<file path="src/rtl/wdt_pkg.sv">
package wdt_pkg;
  localparam int PRE_W = 12;
  localparam logic [15:0] CNT_KEY = 16'h5A5A;
  localparam logic [23:0] CTL_KEY = 24'hA5A5A5;
  localparam int BIT_EN   = 7;
  localparam int BIT_BUSY = 5;
  localparam int BIT_OVF  = 4;

  // terminal prescaler value (divisor - 1) for each code
  function automatic logic [PRE_W-1:0] pre_limit(input logic [2:0] code);
    case (code)
      3'd0:    pre_limit = PRE_W'(0);
      3'd1:    pre_limit = PRE_W'(3);
      3'd2:    pre_limit = PRE_W'(15);
      3'd3:    pre_limit = PRE_W'(31);
      3'd4:    pre_limit = PRE_W'(63);
      3'd5:    pre_limit = PRE_W'(127);
      3'd6:    pre_limit = PRE_W'(1023);
      default: pre_limit = PRE_W'(4095);
    endcase
  endfunction
endpackage

</file>
<file path="src/rtl/wdt_key_gate.sv">
module wdt_key_gate #(
  parameter int SYNC_STAGES = 2
) (
  input  logic        clk,
  input  logic        rst_n,
  input  logic        wr_en,
  input  logic        wr_addr,
  input  logic [31:0] wr_data,
  output logic        busy,
  output logic        apply_cnt,
  output logic        apply_ctl,
  output logic [15:0] apply_val
);
  import wdt_pkg::*;
  localparam int XW = $clog2(SYNC_STAGES + 1);

  logic [XW-1:0] xfer_q, xfer_d;
  logic          tgt_q, tgt_d;
  logic [15:0]   val_q, val_d;
  logic          key_ok, accept;

  assign key_ok = wr_addr ? (wr_data[31:8] == CTL_KEY) : (wr_data[31:16] == CNT_KEY);
  assign busy   = (xfer_q != '0);
  assign accept = wr_en && key_ok && !busy;

  always_comb begin
    xfer_d = xfer_q;
    tgt_d  = tgt_q;
    val_d  = val_q;
    if (accept) begin
      xfer_d = XW'(SYNC_STAGES);
      tgt_d  = wr_addr;
      val_d  = wr_data[15:0];
    end else if (busy) begin
      xfer_d = xfer_q - XW'(1);
    end
  end

  always_ff @(posedge clk or negedge rst_n) begin
    if (!rst_n) begin
      xfer_q <= '0;
      tgt_q  <= 1'b0;
      val_q  <= '0;
    end else begin
      xfer_q <= xfer_d;
      tgt_q  <= tgt_d;
      val_q  <= val_d;
    end
  end

  assign apply_cnt = (xfer_q == XW'(1)) && !tgt_q;
  assign apply_ctl = (xfer_q == XW'(1)) && tgt_q;
  assign apply_val = val_q;

  p_badkey_r4: assert property (@(posedge clk) disable iff (!rst_n)
    (wr_en && !key_ok && !busy) |=> !busy);
  p_busy_hold_r5: assert property (@(posedge clk) disable iff (!rst_n)
    $rose(busy) |=> busy);
  p_busy_drop_r5: assert property (@(posedge clk) disable iff (!rst_n)
    (apply_cnt || apply_ctl) |=> !busy);
endmodule

</file>
<file path="src/rtl/wdt_prescaler.sv">
module wdt_prescaler (
  input  logic       clk,
  input  logic       rst_n,
  input  logic       run,
  input  logic       clr,
  input  logic [2:0] code,
  output logic       tick
);
  import wdt_pkg::*;

  logic [PRE_W-1:0] pre_q, pre_d;
  logic [PRE_W-1:0] lim;

  assign lim  = pre_limit(code);
  assign tick = run && (pre_q >= lim);

  always_comb begin
    pre_d = pre_q;
    if (clr)       pre_d = '0;
    else if (tick) pre_d = '0;
    else if (run)  pre_d = pre_q + PRE_W'(1);
  end

  always_ff @(posedge clk or negedge rst_n) begin
    if (!rst_n) pre_q <= '0;
    else        pre_q <= pre_d;
  end

  p_clr_r11: assert property (@(posedge clk) disable iff (!rst_n)
    clr |=> (pre_q == '0));
  p_idle_r6: assert property (@(posedge clk) disable iff (!rst_n)
    (!run && !clr) |=> $stable(pre_q));
endmodule

</file>
<file path="src/rtl/wdt_core.sv">
module wdt_core #(
  parameter int CNT_W   = 16,
  parameter int RST_LEN = 4
) (
  input  logic             clk,
  input  logic             rst_n,
  input  logic             tick,
  input  logic             load,
  input  logic [15:0]      load_val,
  input  logic             clr_ovf,
  output logic [CNT_W-1:0] cnt,
  output logic             ovf,
  output logic             rst_req
);
  localparam int PW = $clog2(RST_LEN + 1);

  logic [CNT_W-1:0] cnt_q, cnt_d;
  logic             ovf_q, ovf_d;
  logic [PW-1:0]    pls_q, pls_d;
  logic             ovf_evt;

  assign ovf_evt = tick && (&cnt_q) && !load;

  always_comb begin
    cnt_d = cnt_q;
    if (load)      cnt_d = load_val[CNT_W-1:0];
    else if (tick) cnt_d = cnt_q + CNT_W'(1);

    ovf_d = ovf_q;
    if (ovf_evt)      ovf_d = 1'b1;
    else if (clr_ovf) ovf_d = 1'b0;

    pls_d = pls_q;
    if (ovf_evt)            pls_d = PW'(RST_LEN);
    else if (pls_q != '0)   pls_d = pls_q - PW'(1);
  end

  always_ff @(posedge clk or negedge rst_n) begin
    if (!rst_n) begin
      cnt_q <= '0;
      ovf_q <= 1'b0;
      pls_q <= '0;
    end else begin
      cnt_q <= cnt_d;
      ovf_q <= ovf_d;
      pls_q <= pls_d;
    end
  end

  assign cnt     = cnt_q;
  assign ovf     = ovf_q;
  assign rst_req = (pls_q != '0);

  p_ovf_sticky_r8: assert property (@(posedge clk) disable iff (!rst_n)
    (ovf_q && !clr_ovf) |=> ovf_q);
  p_hold_r6: assert property (@(posedge clk) disable iff (!rst_n)
    (!tick && !load) |=> $stable(cnt_q));
  p_wrap_r7: assert property (@(posedge clk) disable iff (!rst_n)
    ovf_evt |=> (cnt_q == '0 && ovf_q && rst_req));
  p_pulse_r9: assert property (@(posedge clk) disable iff (!rst_n)
    $rose(rst_req) |=> rst_req);
endmodule

</file>
<file path="src/rtl/wdt_keyed_top.sv">
module wdt_keyed_top #(
  parameter int CNT_W       = 16,
  parameter int SYNC_STAGES = 2,
  parameter int RST_LEN     = 4
) (
  input  logic        clk,
  input  logic        rst_n,
  input  logic        wr_en,
  input  logic        wr_addr,
  input  logic [31:0] wr_data,
  input  logic        rd_addr,
  output logic [31:0] rd_data,
  output logic        rst_req
);
  import wdt_pkg::*;

  logic [1:0]       rsync_q;
  logic             rst_i;
  logic             busy, apply_cnt, apply_ctl;
  logic [15:0]      apply_val;
  logic             en_q, en_d;
  logic [2:0]       code_q, code_d;
  logic             tick, ovf, clr_ovf;
  logic [CNT_W-1:0] cnt;
  logic [7:0]       ctl_byte;

  // reset: asynchronous assert, synchronous release
  always_ff @(posedge clk or negedge rst_n) begin
    if (!rst_n) rsync_q <= 2'b00;
    else        rsync_q <= {rsync_q[0], 1'b1};
  end
  assign rst_i = rsync_q[1];

  wdt_key_gate #(.SYNC_STAGES(SYNC_STAGES)) u_gate (
    .clk(clk), .rst_n(rst_i), .wr_en(wr_en), .wr_addr(wr_addr),
    .wr_data(wr_data), .busy(busy), .apply_cnt(apply_cnt),
    .apply_ctl(apply_ctl), .apply_val(apply_val)
  );

  always_comb begin
    en_d   = en_q;
    code_d = code_q;
    if (apply_ctl) begin
      en_d   = apply_val[BIT_EN];
      code_d = apply_val[2:0];
    end
  end

  always_ff @(posedge clk or negedge rst_i) begin
    if (!rst_i) begin
      en_q   <= 1'b0;
      code_q <= 3'd0;
    end else begin
      en_q   <= en_d;
      code_q <= code_d;
    end
  end

  assign clr_ovf = apply_ctl && !apply_val[BIT_OVF];

  wdt_prescaler u_pre (
    .clk(clk), .rst_n(rst_i), .run(en_q), .clr(apply_cnt),
    .code(code_q), .tick(tick)
  );

  wdt_core #(.CNT_W(CNT_W), .RST_LEN(RST_LEN)) u_core (
    .clk(clk), .rst_n(rst_i), .tick(tick), .load(apply_cnt),
    .load_val(apply_val), .clr_ovf(clr_ovf), .cnt(cnt), .ovf(ovf),
    .rst_req(rst_req)
  );

  always_comb begin
    ctl_byte = 8'h00;
    ctl_byte[BIT_EN]   = en_q;
    ctl_byte[BIT_BUSY] = busy;
    ctl_byte[BIT_OVF]  = ovf;
    ctl_byte[2:0]      = code_q;
  end

  assign rd_data = rd_addr ? {24'h0, ctl_byte} : {{(32-CNT_W){1'b0}}, cnt};

  p_ctl_stable_r3: assert property (@(posedge clk) disable iff (!rst_i)
    !apply_ctl |=> ($stable(en_q) && $stable(code_q)));
  p_no_count_idle_r6: assert property (@(posedge clk) disable iff (!rst_i)
    !en_q |-> !tick);
endmodule

</file>
<file path="config.mk">
export PLATFORM = sky130hd
export DESIGN_NAME = wdt_keyed_top
export DESIGN_NICKNAME = d
export VERILOG_FILES = /design/src/rtl/wdt_pkg.sv /design/src/rtl/wdt_key_gate.sv /design/src/rtl/wdt_prescaler.sv /design/src/rtl/wdt_core.sv /design/src/rtl/wdt_keyed_top.sv
export SDC_FILE = /design/constraint.sdc
export NUM_CORES = 1
export LEC_CHECK = 0
export ABC_AREA = 1
export BUFFER_PORTS_ARGS = -buffer_cell sky130_fd_sc_hd__buf_2
export CAP_MARGIN = 20
export CORE_MARGIN = 5
export CORE_UTILIZATION = 55
export DETAILED_ROUTE_END_ITERATION = 16
export GPL_TIMING_DRIVEN = 0
export HOLD_SLACK_MARGIN = 0.03
export PLACE_DENSITY = 0.83
export SETUP_SLACK_MARGIN = 0.15
export SLEW_MARGIN = 15
export SYNTH_ARGS = -nofsm -noshare
export SYNTH_HDL_FRONTEND = slang
export SYNTH_HIERARCHICAL = 1
export SYNTH_SLANG_ARGS = --single-unit
export TNS_END_PERCENT = 1
</file>
<file path="constraint.sdc">
create_clock -name clk -period 1.88 [get_ports clk]
set_input_delay 0.188 -clock clk [delete_from_list [all_inputs] [get_ports clk]]
set_output_delay 0.188 -clock clk [all_outputs]
set_load 0.05 [all_outputs]
</file>
======== After elaboration in Yosys (flattened, before gate mapping) ========
Index checks and enable logic that the tools add are counted.
storage, ports and cells
  flip-flop bits (word level) ............. 57
  bits in latches ......................... 0
  RAM bits ................................ 0
  memory bits (read-only) ................. 0
  logic and storage cells ................. 59
  memories kept ........................... 0
operators by class
  add/sub/neg operators ................... 4
  $mul .................................... 0
  divide/modulo/power cells ............... 0
  order comparisons ....................... 1
  equal/unequal tests ..................... 9
  shift-type cells ........................ 0
  mux-type cells .......................... 14
  bitwise logic cells ..................... 0
  reduce and logical (&&, ||, !) cells .... 21
operators with widths
  kind                     number
  $pmux W12 S7             1
  $mux W16                 3
  $mux W12                 3
  $eq A24 B24 Y1 const B   1
  $add A16 B1 Y16 const B  1
  $eq A16 B15 Y1 const B   1
  $reduce_and A16 Y1       1
  $add A12 B1 Y12 const B  1
  $ge A12 B12 Y1           1
  $reduce_bool A2 Y1       5
  $eq A3 B3 Y1 const B     3
  $logic_and A1 B1 Y1      8
  $eq A3 B2 Y1 const B     2
  $mux W3                  2
  $reduce_bool A3 Y1       2
  $logic_not A1 Y1         4
  $mux W2                  2
  $eq A3 B1 Y1 const B     1
  $logic_not A3 Y1         1
  $mux W1                  3
  $sub A3 B1 Y3 const B    1
  $eq A2 B1 Y1 const B     1
  $sub A2 B1 Y2 const B    1

======== Logic depth before layout (Yosys ltp) ========
Gate-level depths: netlist of run 1.
  depth in word-level cells ............... 7
  depth in mapped cells ................... 24
  mapped depth without buffers ............ 22

======== Modules after synthesis ========
The synthesis of run 1 kept the hierarchy.
modules (own cells, without submodules)
  module         times used  cells an instance  area each (sq um)
  wdt_core       1           171                1,307.5
  wdt_prescaler  1           166                1,169.9
  wdt_key_gate   1           134                1,021.0
  wdt_keyed_top  1           79                 503.0

======== Least setup slack after synthesis of run 1 ========
Ideal clock, no wire load.
  path kind ............................... reg-to-reg
  start point ............................. reg code_q[1]
  end point ............................... reg u_core.cnt_q[10] (netlist: u_core/cnt[10])
  arrival ................................. 2.294 ns
  slack ................................... -0.536 ns
  cell stages (with the launch flop) ...... 24
  buffers on the path ..................... 3
  clock period less this slack ............ 2.416 ns
  cell sequence ........................... dfrtp_1 -> buf_6 -> nor3_1 -> inv_1 -> ha_1 -> inv_1 -> nand2_1 -> nand2_1 -> nand2_1 -> nand2_1 -> nand2_1 -> nand2_1 -> nand2_1 -> nand2_1 -> nand2_1 -> nand2_2 -> buf_8 -> inv_2 -> inv_1 -> nand2_1 -> inv_1 -> buf_4 -> a22oi_1 -> nand2_1
between the ends
  cells in the longest elaborated chain, start to end .. 5
ends and longest elaborated chain
  what                                  line                 source
  start: declaration                    wdt_keyed_top.sv:22  logic [2:0] code_q, code_d;
  start signal: assignment              wdt_keyed_top.sv:55  code_q <= code_d;
  $eq A3 B3 Y1 (tied with other cells)  wdt_pkg.sv:11        case (code)
  $pmux W12 S7 *                        wdt_pkg.sv:11
  $ge A12 B12 Y1 *                      wdt_prescaler.sv:15  assign tick = run && (pre_q >= lim);
  $logic_and A1 B1 Y1 *                 wdt_prescaler.sv:15
  net tick                              wdt_keyed_top.sv:23  logic tick, ovf, clr_ovf;
  $reduce_bool A2 Y1 (no line) *        --
  end signal: assignment                wdt_core.sv:44       cnt_q <= cnt_d;
  end: declaration                      wdt_core.sv:17       logic [CNT_W-1:0] cnt_q, cnt_d;
The timed path passes the listed nets; every way through them passes the cells marked *.
A chain may end at the register's enable or synchronous reset.

======== Final worst setup path of run 1 ========
  start point ............................. reg code_q[2]
  end point ............................... reg u_core.cnt_q[6] (netlist: u_core/cnt[6])
The elaborated chain is that of the path after synthesis.

==> results.md, run 1 <==
- The run finished, with violations left.
- The final reports fail on setup timing.
- The largest net degree at the start of global routing is 56.
- The congestion estimate from routability-driven global placement came to 0.8770.
- At the pin with the least slew margin, the transition time is 736.9 ps.
- The DRC violation total after the first TritonRoute iteration is 380.
- In the final layout, the share of cells above drive strength 1 is 0.2926.
- The cell with the largest stage delay on the worst path is sky130_fd_sc_hd__dfrtp_1.
- Once detailed placement completed, the half-perimeter wirelength came to 7169 µm.
- Setup repair after global routing could not meet its margin everywhere.
- The data arrival time at the worst-slack endpoint is 2740 ps.
- The maximum net fanout on the critical path is 6.
- In this run the horizontal extent of the chip is 95.30 µm.
- Across all layers, the routed design uses 3831 vias.
- For hold timing, the worst endpoint is u_gate/apply_val[3].
- The startpoint type of the worst setup path is a register.
- The post-route cell area is 4902 µm².
- The path category of the worst min-delay check is in2reg.
- The number of iterations in the first detailed-routing pass is 5.
- Port buffering added 52 buffers.
- For this design the top-level I/O count stands at 70.
- The met1 routed wirelength after detailed routing is 4234 µm.
- For this configuration, the core starts out at a cell density of 0.5576.
- The uppermost layer routed is met4.
- The leakage power of the design is 2.545 nW.
- Relative to the synthesized area, the layout overhead comes to 22.51%.
- Together, buffers and inverters on the worst path number 7.
- Based on the critical path, the design can be clocked at up to 399.0 MHz.
- The count of unresolved DRC violations after routing is 0.
- The sequential group share of total power is 0.344.
- The Yosys step of the flow raised 6 warnings.
- Counting tap cells, the placed design contains a total of 716 instances.
- In the final design database the tool counted 693 nets.
- The leading cell type in the layout, fill and taps excluded is sky130_fd_sc_hd__nand2_1.
- For this run, the total global-route usage over all layers was measured as 0.2331.
- Counting distinct cell types in the post-synthesis netlist gives 38.
- The total routed wirelength is 10130 µm.
- The accumulated negative setup slack is -13590 ps.
- The clock net in this run drives a total of 57 sinks.
- The power per cell area is 1289 nW/µm².
- The switching part of the total power is 0.4617.
- The total standard cell area after synthesis is 4001 µm².
- The internal power contribution is 0.003403 W.
- The number of antenna diodes in the final layout is 0.
- The critical path goes through buf_6, nor3_4, inv_2, ha_4, inv_1, nand2_1, nand2_1, nand2_1, nand2_1, nand2_1, nand2_1, nand2_1, nand2_1, nand2_2, nand2_4, buf_12, inv_8, inv_2, nand2_2, inv_4, nand2_1, nand2_1, a21oi_1, o21ai_1.
- The final critical delay including setup and external delays is 2506 ps.
- The primary flip-flop cell chosen by synthesis mapping is sky130_fd_sc_hd__dfrtp_1.
- The via count of the first global-routing pass came to 3638.
- The residual antenna-violating net count after detailed routing is 0.
- The number of flops mapped to enable cells by yosys is 0.
- The worst clock skew is 9.900 ps.
- Setup violations remaining at the end of the flow were counted as 32.
- After detailed routing, the met2 layer carries 4997 µm of wire.
- In this run the most critical hold path is launched from wr_data[3].
- The share of the yosys chip area belonging to registers is 0.3565.
- The CTS buffer count is 9.
- The die covers 9081 µm².
- The worst hold path was traced through 3 stages.
- In the layout the commonest cells are sky130_fd_sc_hd__nand2_1 (168), sky130_fd_sc_hd__dfrtp_1 (55), sky130_fd_sc_hd__nor2_1 (54), sky130_fd_sc_hd__inv_1 (53), sky130_fd_sc_hd__buf_2 (52).
- The part of the power in combinational logic is 0.470.
- In this run the mean area of a mapped cell was 7.275 µm².
- The maximum count of clock buffers along a single path is 2.
- Total power for the finished layout comes to 0.006321 W.
- Dividing the detail-routed via count by the number of cells gives 5.142.
- The worst pin sits at a relative slew slack of 0.5088.
- The slack of the critical path is -626.4 ps.
- Max-cap violations in this run came to 0.
- TritonCTS built the clock tree.
- By startpoint and endpoint, the worst setup path is classified as reg2reg.
- The final-report hold violation count came to 0.
- The sum of overflow across all layers after global routing is 0.
- The placed instances occupy a cell area of 4508 µm².
- The floorplan has 31 rows.
- The root cell of the clock tree is sky130_fd_sc_hd__clkbuf_8.
- The worst-case reg-to-reg path depth is 24.
- The share of the clock period used by the worst path is 1.333.
- After clock tree synthesis, the clock-pin slew on the worst setup and hold paths is 70 ps.
- The required time at the worst-slack endpoint is 2110 ps.
- The worst reg-to-reg setup slack is -630 ps.
- The clock latency on the worst-skew pair is 350 ps.
- CTS built an H-tree with a depth of 3.
- Broken down by cell family, the worst path's largest delay share belongs to simple AND/OR/NAND/NOR gates.
- The end of the worst register-to-register path is u_core/cnt[6].
- The number of antenna violations at the first check in global routing is 0.
- After detailed routing, the average wire length per cell comes to 13.59 µm.
- The number of standard cells in the layout, taps in and fillers out is 745.
- The portion of total power attributed to the clock network is 0.186.
- The worst flop-to-flop path startpoint is code_q[2].
- The async set-or-reset flop fraction in the synthesized netlist is 1.000.
- The worst setup path is captured at a register.
- The global-route wire length before repair is 16480 µm.
- VDD sags by at most 0.5614 mV.
- The vertical extent of the die is 95.30 µm.
- The core outline area is 7176 µm².
- Among the stages of the critical path, the cell type that occurs most often is sky130_fd_sc_hd__nand2_1.
- For this run, the slowest stage of the critical path takes 390 ps.
- The number of flip-flops and latches in the synthesized netlist is 57.
- The number of instances in the synthesized netlist is 550.
- The analysis attributes to net switching a power of 0.002919 W.
- Detailed routing placed a total of 686 µm of wire on met3.
- The number of slew-limit violations in the final report is 0.
-- cells in the mapped netlist (4+ instances only) --
| master | count | share of area |
|---|---|---|
| sky130_fd_sc_hd__inv_2 | 9 | 0.0084 |
| sky130_fd_sc_hd__o21ai_1 | 4 | 0.0050 |
| sky130_fd_sc_hd__buf_4 | 18 | 0.034 |
| sky130_fd_sc_hd__buf_6 | 5 | 0.014 |
| sky130_fd_sc_hd__nor3_1 | 5 | 0.0063 |
| sky130_fd_sc_hd__nor2_4 | 5 | 0.014 |
| sky130_fd_sc_hd__a22oi_1 | 11 | 0.021 |
| sky130_fd_sc_hd__ha_1 | 15 | 0.047 |
| sky130_fd_sc_hd__nor2_1 | 55 | 0.052 |
| sky130_fd_sc_hd__nand3_1 | 28 | 0.035 |
| sky130_fd_sc_hd__nand2_2 | 28 | 0.044 |
| sky130_fd_sc_hd__nand4_1 | 20 | 0.031 |
| sky130_fd_sc_hd__inv_1 | 56 | 0.053 |
| sky130_fd_sc_hd__nand2_1 | 170 | 0.16 |
| sky130_fd_sc_hd__xnor2_1 | 5 | 0.011 |
| sky130_fd_sc_hd__a21oi_1 | 13 | 0.016 |
| sky130_fd_sc_hd__dfrtp_1 | 57 | 0.36 |
| sky130_fd_sc_hd__xor2_1 | 5 | 0.011 |
| sky130_fd_sc_hd__nor2_2 | 6 | 0.0094 |
| sky130_fd_sc_hd__o21ai_0 | 5 | 0.0063 |
-- cells by family after synthesis --
| group | after synthesis | synth area share |
|---|---|---|
| flops | 57 | 0.3565 |
| simple gates | 325 | 0.3765 |
| buf+inv | 98 | 0.1266 |
| fa+ha+maj | 15 | 0.04690 |
| xor+xnor | 10 | 0.02189 |
| compound gates | 43 | 0.06973 |
| other cells | 2 | 0.001877 |
-- power groups by stage --
stage / clock network [W] / logic [W] / registers [W]
after floorplan: 0 / 0.00208 / 0.00202
after global placement: 0 / 0.00247 / 0.00215
after detailed placement: 0 / 0.00259 / 0.00216
after CTS: 0.00119 / 0.00281 / 0.00215
after global routing: 0.00125 / 0.00328 / 0.00223
final: 0.00117 / 0.00297 / 0.00218
-- stage by stage --
stage          utilization  worst slack, ps  hold WS [ps]
2_1_floorplan            -           -397.4        -107.6
3_3_place_gp        0.6277           -635.3        -27.33
3_5_place_dp        0.6282           -724.9        -24.21
4_1_cts             0.6757           -557.8         84.32
5_1_grt             0.6832           -781.1         98.65
6_report            0.6832           -626.4         93.44
-- worst max path at each step --
stage / start / to / slack (ps) / cells after the start
final: code_q[2] / u_core/cnt[6] / -630 / 24
after global routing: code_q[2] / u_core/cnt[6] / -780 / 24
after floorplan: code_q[2] / u_core/cnt[7] / -400 / 23
after detailed placement: code_q[2] / u_core/cnt[13] / -720 / 22
after CTS: code_q[1] / u_core/pls_q[1] / -560 / 23
after global placement: code_q[2] / u_core/cnt[0] / -640 / 22
-- tightest hold or removal path, cell delays in order --
cell and delay (ps):
sky130_fd_sc_hd__buf_2 90, sky130_fd_sc_hd__nand4_1 80, sky130_fd_sc_hd__nand2_1 50
-- registers in the layout (all words and copies together) (netlist names) --
| register | count |
|---|---|
| code_q | 3 |
| en_q | 1 |
| rsync_q | 2 |
| u_core/cnt | 16 |
| u_core/ovf | 1 |
| u_core/pls_q | 3 |
| u_gate/apply_val | 16 |
| u_gate/tgt_q | 1 |
| u_gate/xfer_q | 2 |
| u_pre/pre_q | 12 |
-- layer usage --
layer | vias up | GRT usage
met5 | - | 0
met4 | 0 | 0.09736
met3 | 22 | 0.03157
met2 | 147 | 0.3977
met1 | 1772 | 0.2960
li1 | 1890 | -
-- area by class of cell --
type	instances	area, µm²
buffer	31	270.3
clock buffer	9	123.9
clock inverter	7	80.08
fill	581	2273
inverter	67	265.3
multi-input combinational	410	2227
sequential	57	1431
tap	99	123.9
timing repair buffer	65	380.4
-- what timing repair did --
item	CTS	global route
endpoints found under the setup margin	33	33
pin swaps	4	6
hold buffers	1	0
setup buffers	10	1
gates cloned	0	1
gates resized for setup	15	4
endpoints found under the hold margin	2	0
Power figures use the tool's default switching activity.
==> run 2: changes to the inputs <==
--- a/config.mk
+++ b/config.mk
@@ -14,7 +14,7 @@
 export GPL_TIMING_DRIVEN = 0
 export HOLD_SLACK_MARGIN = 0.03
 export PLACE_DENSITY = 0.83
-export SETUP_SLACK_MARGIN = 0.15
+export SETUP_SLACK_MARGIN = 0.05
 export SLEW_MARGIN = 15
 export SYNTH_ARGS = -nofsm -noshare
 export SYNTH_HDL_FRONTEND = slang
==> run 2 against run 1 <==
  * The flow still finishes with violations (setup timing)
  * Critical path depth did not move
  * Wire length fell by 0.52%
  * Cell area fell by 0.20%
  * Die area did not move
  * Count of clock-buffer cells in the layout did not move
  * Clock power barely moved
  * Largest power group unchanged
==> results.md, run 2 (synthesis results as in run 1) <==
- The data arrival time at the worst-slack endpoint came to 2740 ps (about the same).
- The number of cells after detailed placement is 716 (unchanged).
- The die boundary width is 95.30 µm (unchanged).
- Leaving out fill and tap cells, the most frequent cell in the layout is sky130_fd_sc_hd__nand2_1.
- The total routed wirelength is 10080 µm (-0.52%).
- The global-route wire length before repair came to 16480 µm (unchanged).
- The detailed placer's ending HPWL was 7169 µm (unchanged).
- The number of port buffers is 52 (unchanged).
- The via count of the first global-routing pass is 3638 (unchanged).
- The critical path goes through buf_6, nor3_4, inv_2, ha_4, inv_1, nand2_1, nand2_1, nand2_1, nand2_1, nand2_1, nand2_1, nand2_1, nand2_1, nand2_2, nand2_4, buf_12, inv_8, inv_2, nand2_2, inv_4, nand2_1, nand2_1, a21oi_1, o21ai_1.
- The power per cell area is 1285 nW/µm² (-0.38%).
- The worst-case headroom to the max-slew limit came to 0.5171 (+0.008363).
- The maximum count of clock buffers along a single path is 2 (unchanged).
- The tree is rooted in a sky130_fd_sc_hd__clkbuf_8.
- The number of antenna violations at the first check in global routing is 0 (unchanged).
- The worst IR drop on VDD came to 0.5592 mV (-0.40%).
- The utilization after layout was 0.6818 (-0.001394).
- The checks that failed: setup timing.
- The max-capacitance violation count came to 0 (unchanged).
- The capturing element type of the critical path is a register.
- The initial core utilization came to 0.5576 (unchanged).
- The core outline area is 7176 µm² (unchanged).
- The number of standard cells in the layout, taps in and fillers out is 745 (unchanged).
- The total clock sinks is 57 (unchanged).
- The average via count per standard cell came to 5.137 (-0.10%).
- The final critical delay including setup and external delays is 2508 ps (+1.624 ps).
- The DRC violation total after the first TritonRoute iteration came to 361 (-5.0%).
- The worst clock skew was 9.037 ps (-0.8634 ps).
- The number of diodes came to 0 (unchanged).
- The number of fillers in the final layout is 584 (+0.52%).
- The detail-routed net length per standard cell was 13.52 µm (-0.52%).
- The vertical extent of the die is 95.30 µm (unchanged).
- The number of slew-limit violations in the final report came to 0 (unchanged).
- The critical path's most frequent cell is sky130_fd_sc_hd__nand2_1.
- The largest net degree at the start of global routing was 56 (unchanged).
- The slowest stage of the critical path is the sky130_fd_sc_hd__dfrtp_1 cell.
- The count of unresolved DRC violations after routing came to 0 (unchanged).
- Setup repair after global routing could not meet its margin everywhere.
- The number of levels in the clock H-tree is 3 (unchanged).
- Leaving out fill and tap cells, the most frequent cells in the layout are sky130_fd_sc_hd__nand2_1 (168), sky130_fd_sc_hd__dfrtp_1 (55), sky130_fd_sc_hd__nor2_1 (54), sky130_fd_sc_hd__inv_1 (53), sky130_fd_sc_hd__buf_2 (52).
- The setup-violating endpoint count in the final report is 32 (unchanged).
- The worst setup path is of the reg2reg kind.
- The slack of the critical path came to -628.0 ps (-1.624 ps).
- The highest achievable clock rate was 398.7 MHz (about the same).
- The clock slew seen by the registers of the worst setup and hold paths is 70 ps (about the same).
- The sum of overflow across all layers after global routing is 0 (unchanged).
- The residual antenna-violating net count after detailed routing is 0 (unchanged).
- The worst setup path is launched from a register.
- The CTS tree is yes.
- The share of final-layout standard cells stronger than drive strength 1 is 0.2926 (unchanged).
- The leakage power of the design is 2.543 nW (about the same).
- The clock latency on the worst-skew pair is 350 ps (about the same).
- The final RePlAce weighted congestion is 0.8770 (unchanged).
- The share of the clock period used by the worst path came to 1.334 (about the same).
- The final-report hold violation count is 0 (unchanged).
- The number of iterations in the first detailed-routing pass is 6 (+1).
- The count of standard-cell rows was 31 (unchanged).
- The number of vias after detailed routing is 3827 (-0.10%).
- The peak per-stage delay on the critical path is 390 ps (about the same).
- The total power consumption of the routed design is 0.006284 W (-0.59%).
- The pin slew with the least headroom to its limit is 724.3 ps (-12.54 ps).
- The maximum net fanout on the critical path came to 6 (unchanged).
- The CTS buffer count is 9 (unchanged).
- The number of primary I/O pins came to 70 (unchanged).
- The full die area came to 9081 µm² (unchanged).
- The accumulated negative setup slack is -13600 ps (-2.000 ps).
- Compared with the post-synthesis result, the final layout area differs by 22.26%.
- The flow ran to the end, but the final reports show violations.
- The worst slack after detailed placement was -724.9 ps (unchanged).
- The total routing usage reported by global routing is 0.2331 (unchanged).
- The net count of the finished layout is 693 (unchanged).
- The path category of the worst min-delay check is in2reg.
- The required time at the worst-slack endpoint came to 2110 ps (about the same).
[run 2: changes by cell type in the layout (fill, tap and decap cells not counted)]
cell                       delta
sky130_fd_sc_hd__buf_4        -1
sky130_fd_sc_hd__clkbuf_4     +1
sky130_fd_sc_hd__ha_2         +1
sky130_fd_sc_hd__ha_4         -1
[run 2: path summary, 6_finish.rpt]
check | to | depth (start not counted) | slack, ps | startpoint
setup reg to reg | u_core/cnt[6] | 24 | -630 | code_q[2]
min in group asynchronous | rsync_q[0] | 2 | 170 | rst_n
setup / recovery | u_core/cnt[6] | 24 | -630 | code_q[2]
max in group asynchronous | code_q[0] | 0 | 960 | rsync_q[1]
hold reg to reg | rsync_q[1] | 0 | 350 | rsync_q[0]
hold / removal | u_gate/apply_val[1] | 3 | 100 | wr_data[1]
[run 2: layer usage]
metal | vias up | wire length [µm] | track usage
met1 | 1779 | 4291 | 0.2960
li1 | 1892 | - | -
met3 | 20 | 631 | 0.03157
met2 | 136 | 4946 | 0.3977
met5 | - | 0 | 0
met4 | 0 | 205 | 0.09736
[run 2: critical path, delay by kind of cell, from the launching register on]
family | cells | cell delay, ps
AO/OA/AOI/OAI | 2 | 260
adder cells (fa/ha/maj) | 1 | 260
buffers and inverters | 7 | 540
flip-flops | 1 | 390
AND/OR/NAND/NOR | 14 | 940
[run 2: where the power goes]
group	internal [W]	leakage, nW	switching, W
combinational	0.00111	1.71	0.00183
clock	0.000621	0.0960	0.000552
sequential	0.00165	0.737	0.000525
total	0.00338	2.54	0.00290
[run 2: area by class of cell]
cell class                 instances  area [µm²]  area share
tap                               99       123.9     0.02532
inverter                          67       265.3     0.05422
multi-input combinational        410        2217      0.4532
timing repair buffer              65       380.4     0.07775
clock buffer                       9       123.9     0.02532
clock inverter                     7       80.08     0.01637
buffer                            31       270.3     0.05524
sequential                        57        1431      0.2926
[run 2: what timing repair did]
action	in CTS	in global routing
pin swaps	4	6
hold buffers	1	0
endpoints found under the setup margin	32	33
gates cloned	0	1
setup buffers	10	1
gates resized for setup	13	5
hold endpoints to repair	2	0
[run 2: stage by stage]
| stage | hold slack (ps) | cell area (µm²) |
|---|---|---|
| 2_1_floorplan | -107.6 | 4120 |
| 3_3_place_gp | -27.33 | 4504 |
| 3_5_place_dp | -24.21 | 4508 |
| 4_1_cts | 84.32 | 4843 |
| 5_1_grt | 98.65 | 4892 |
| 6_report | 97.05 | 4892 |
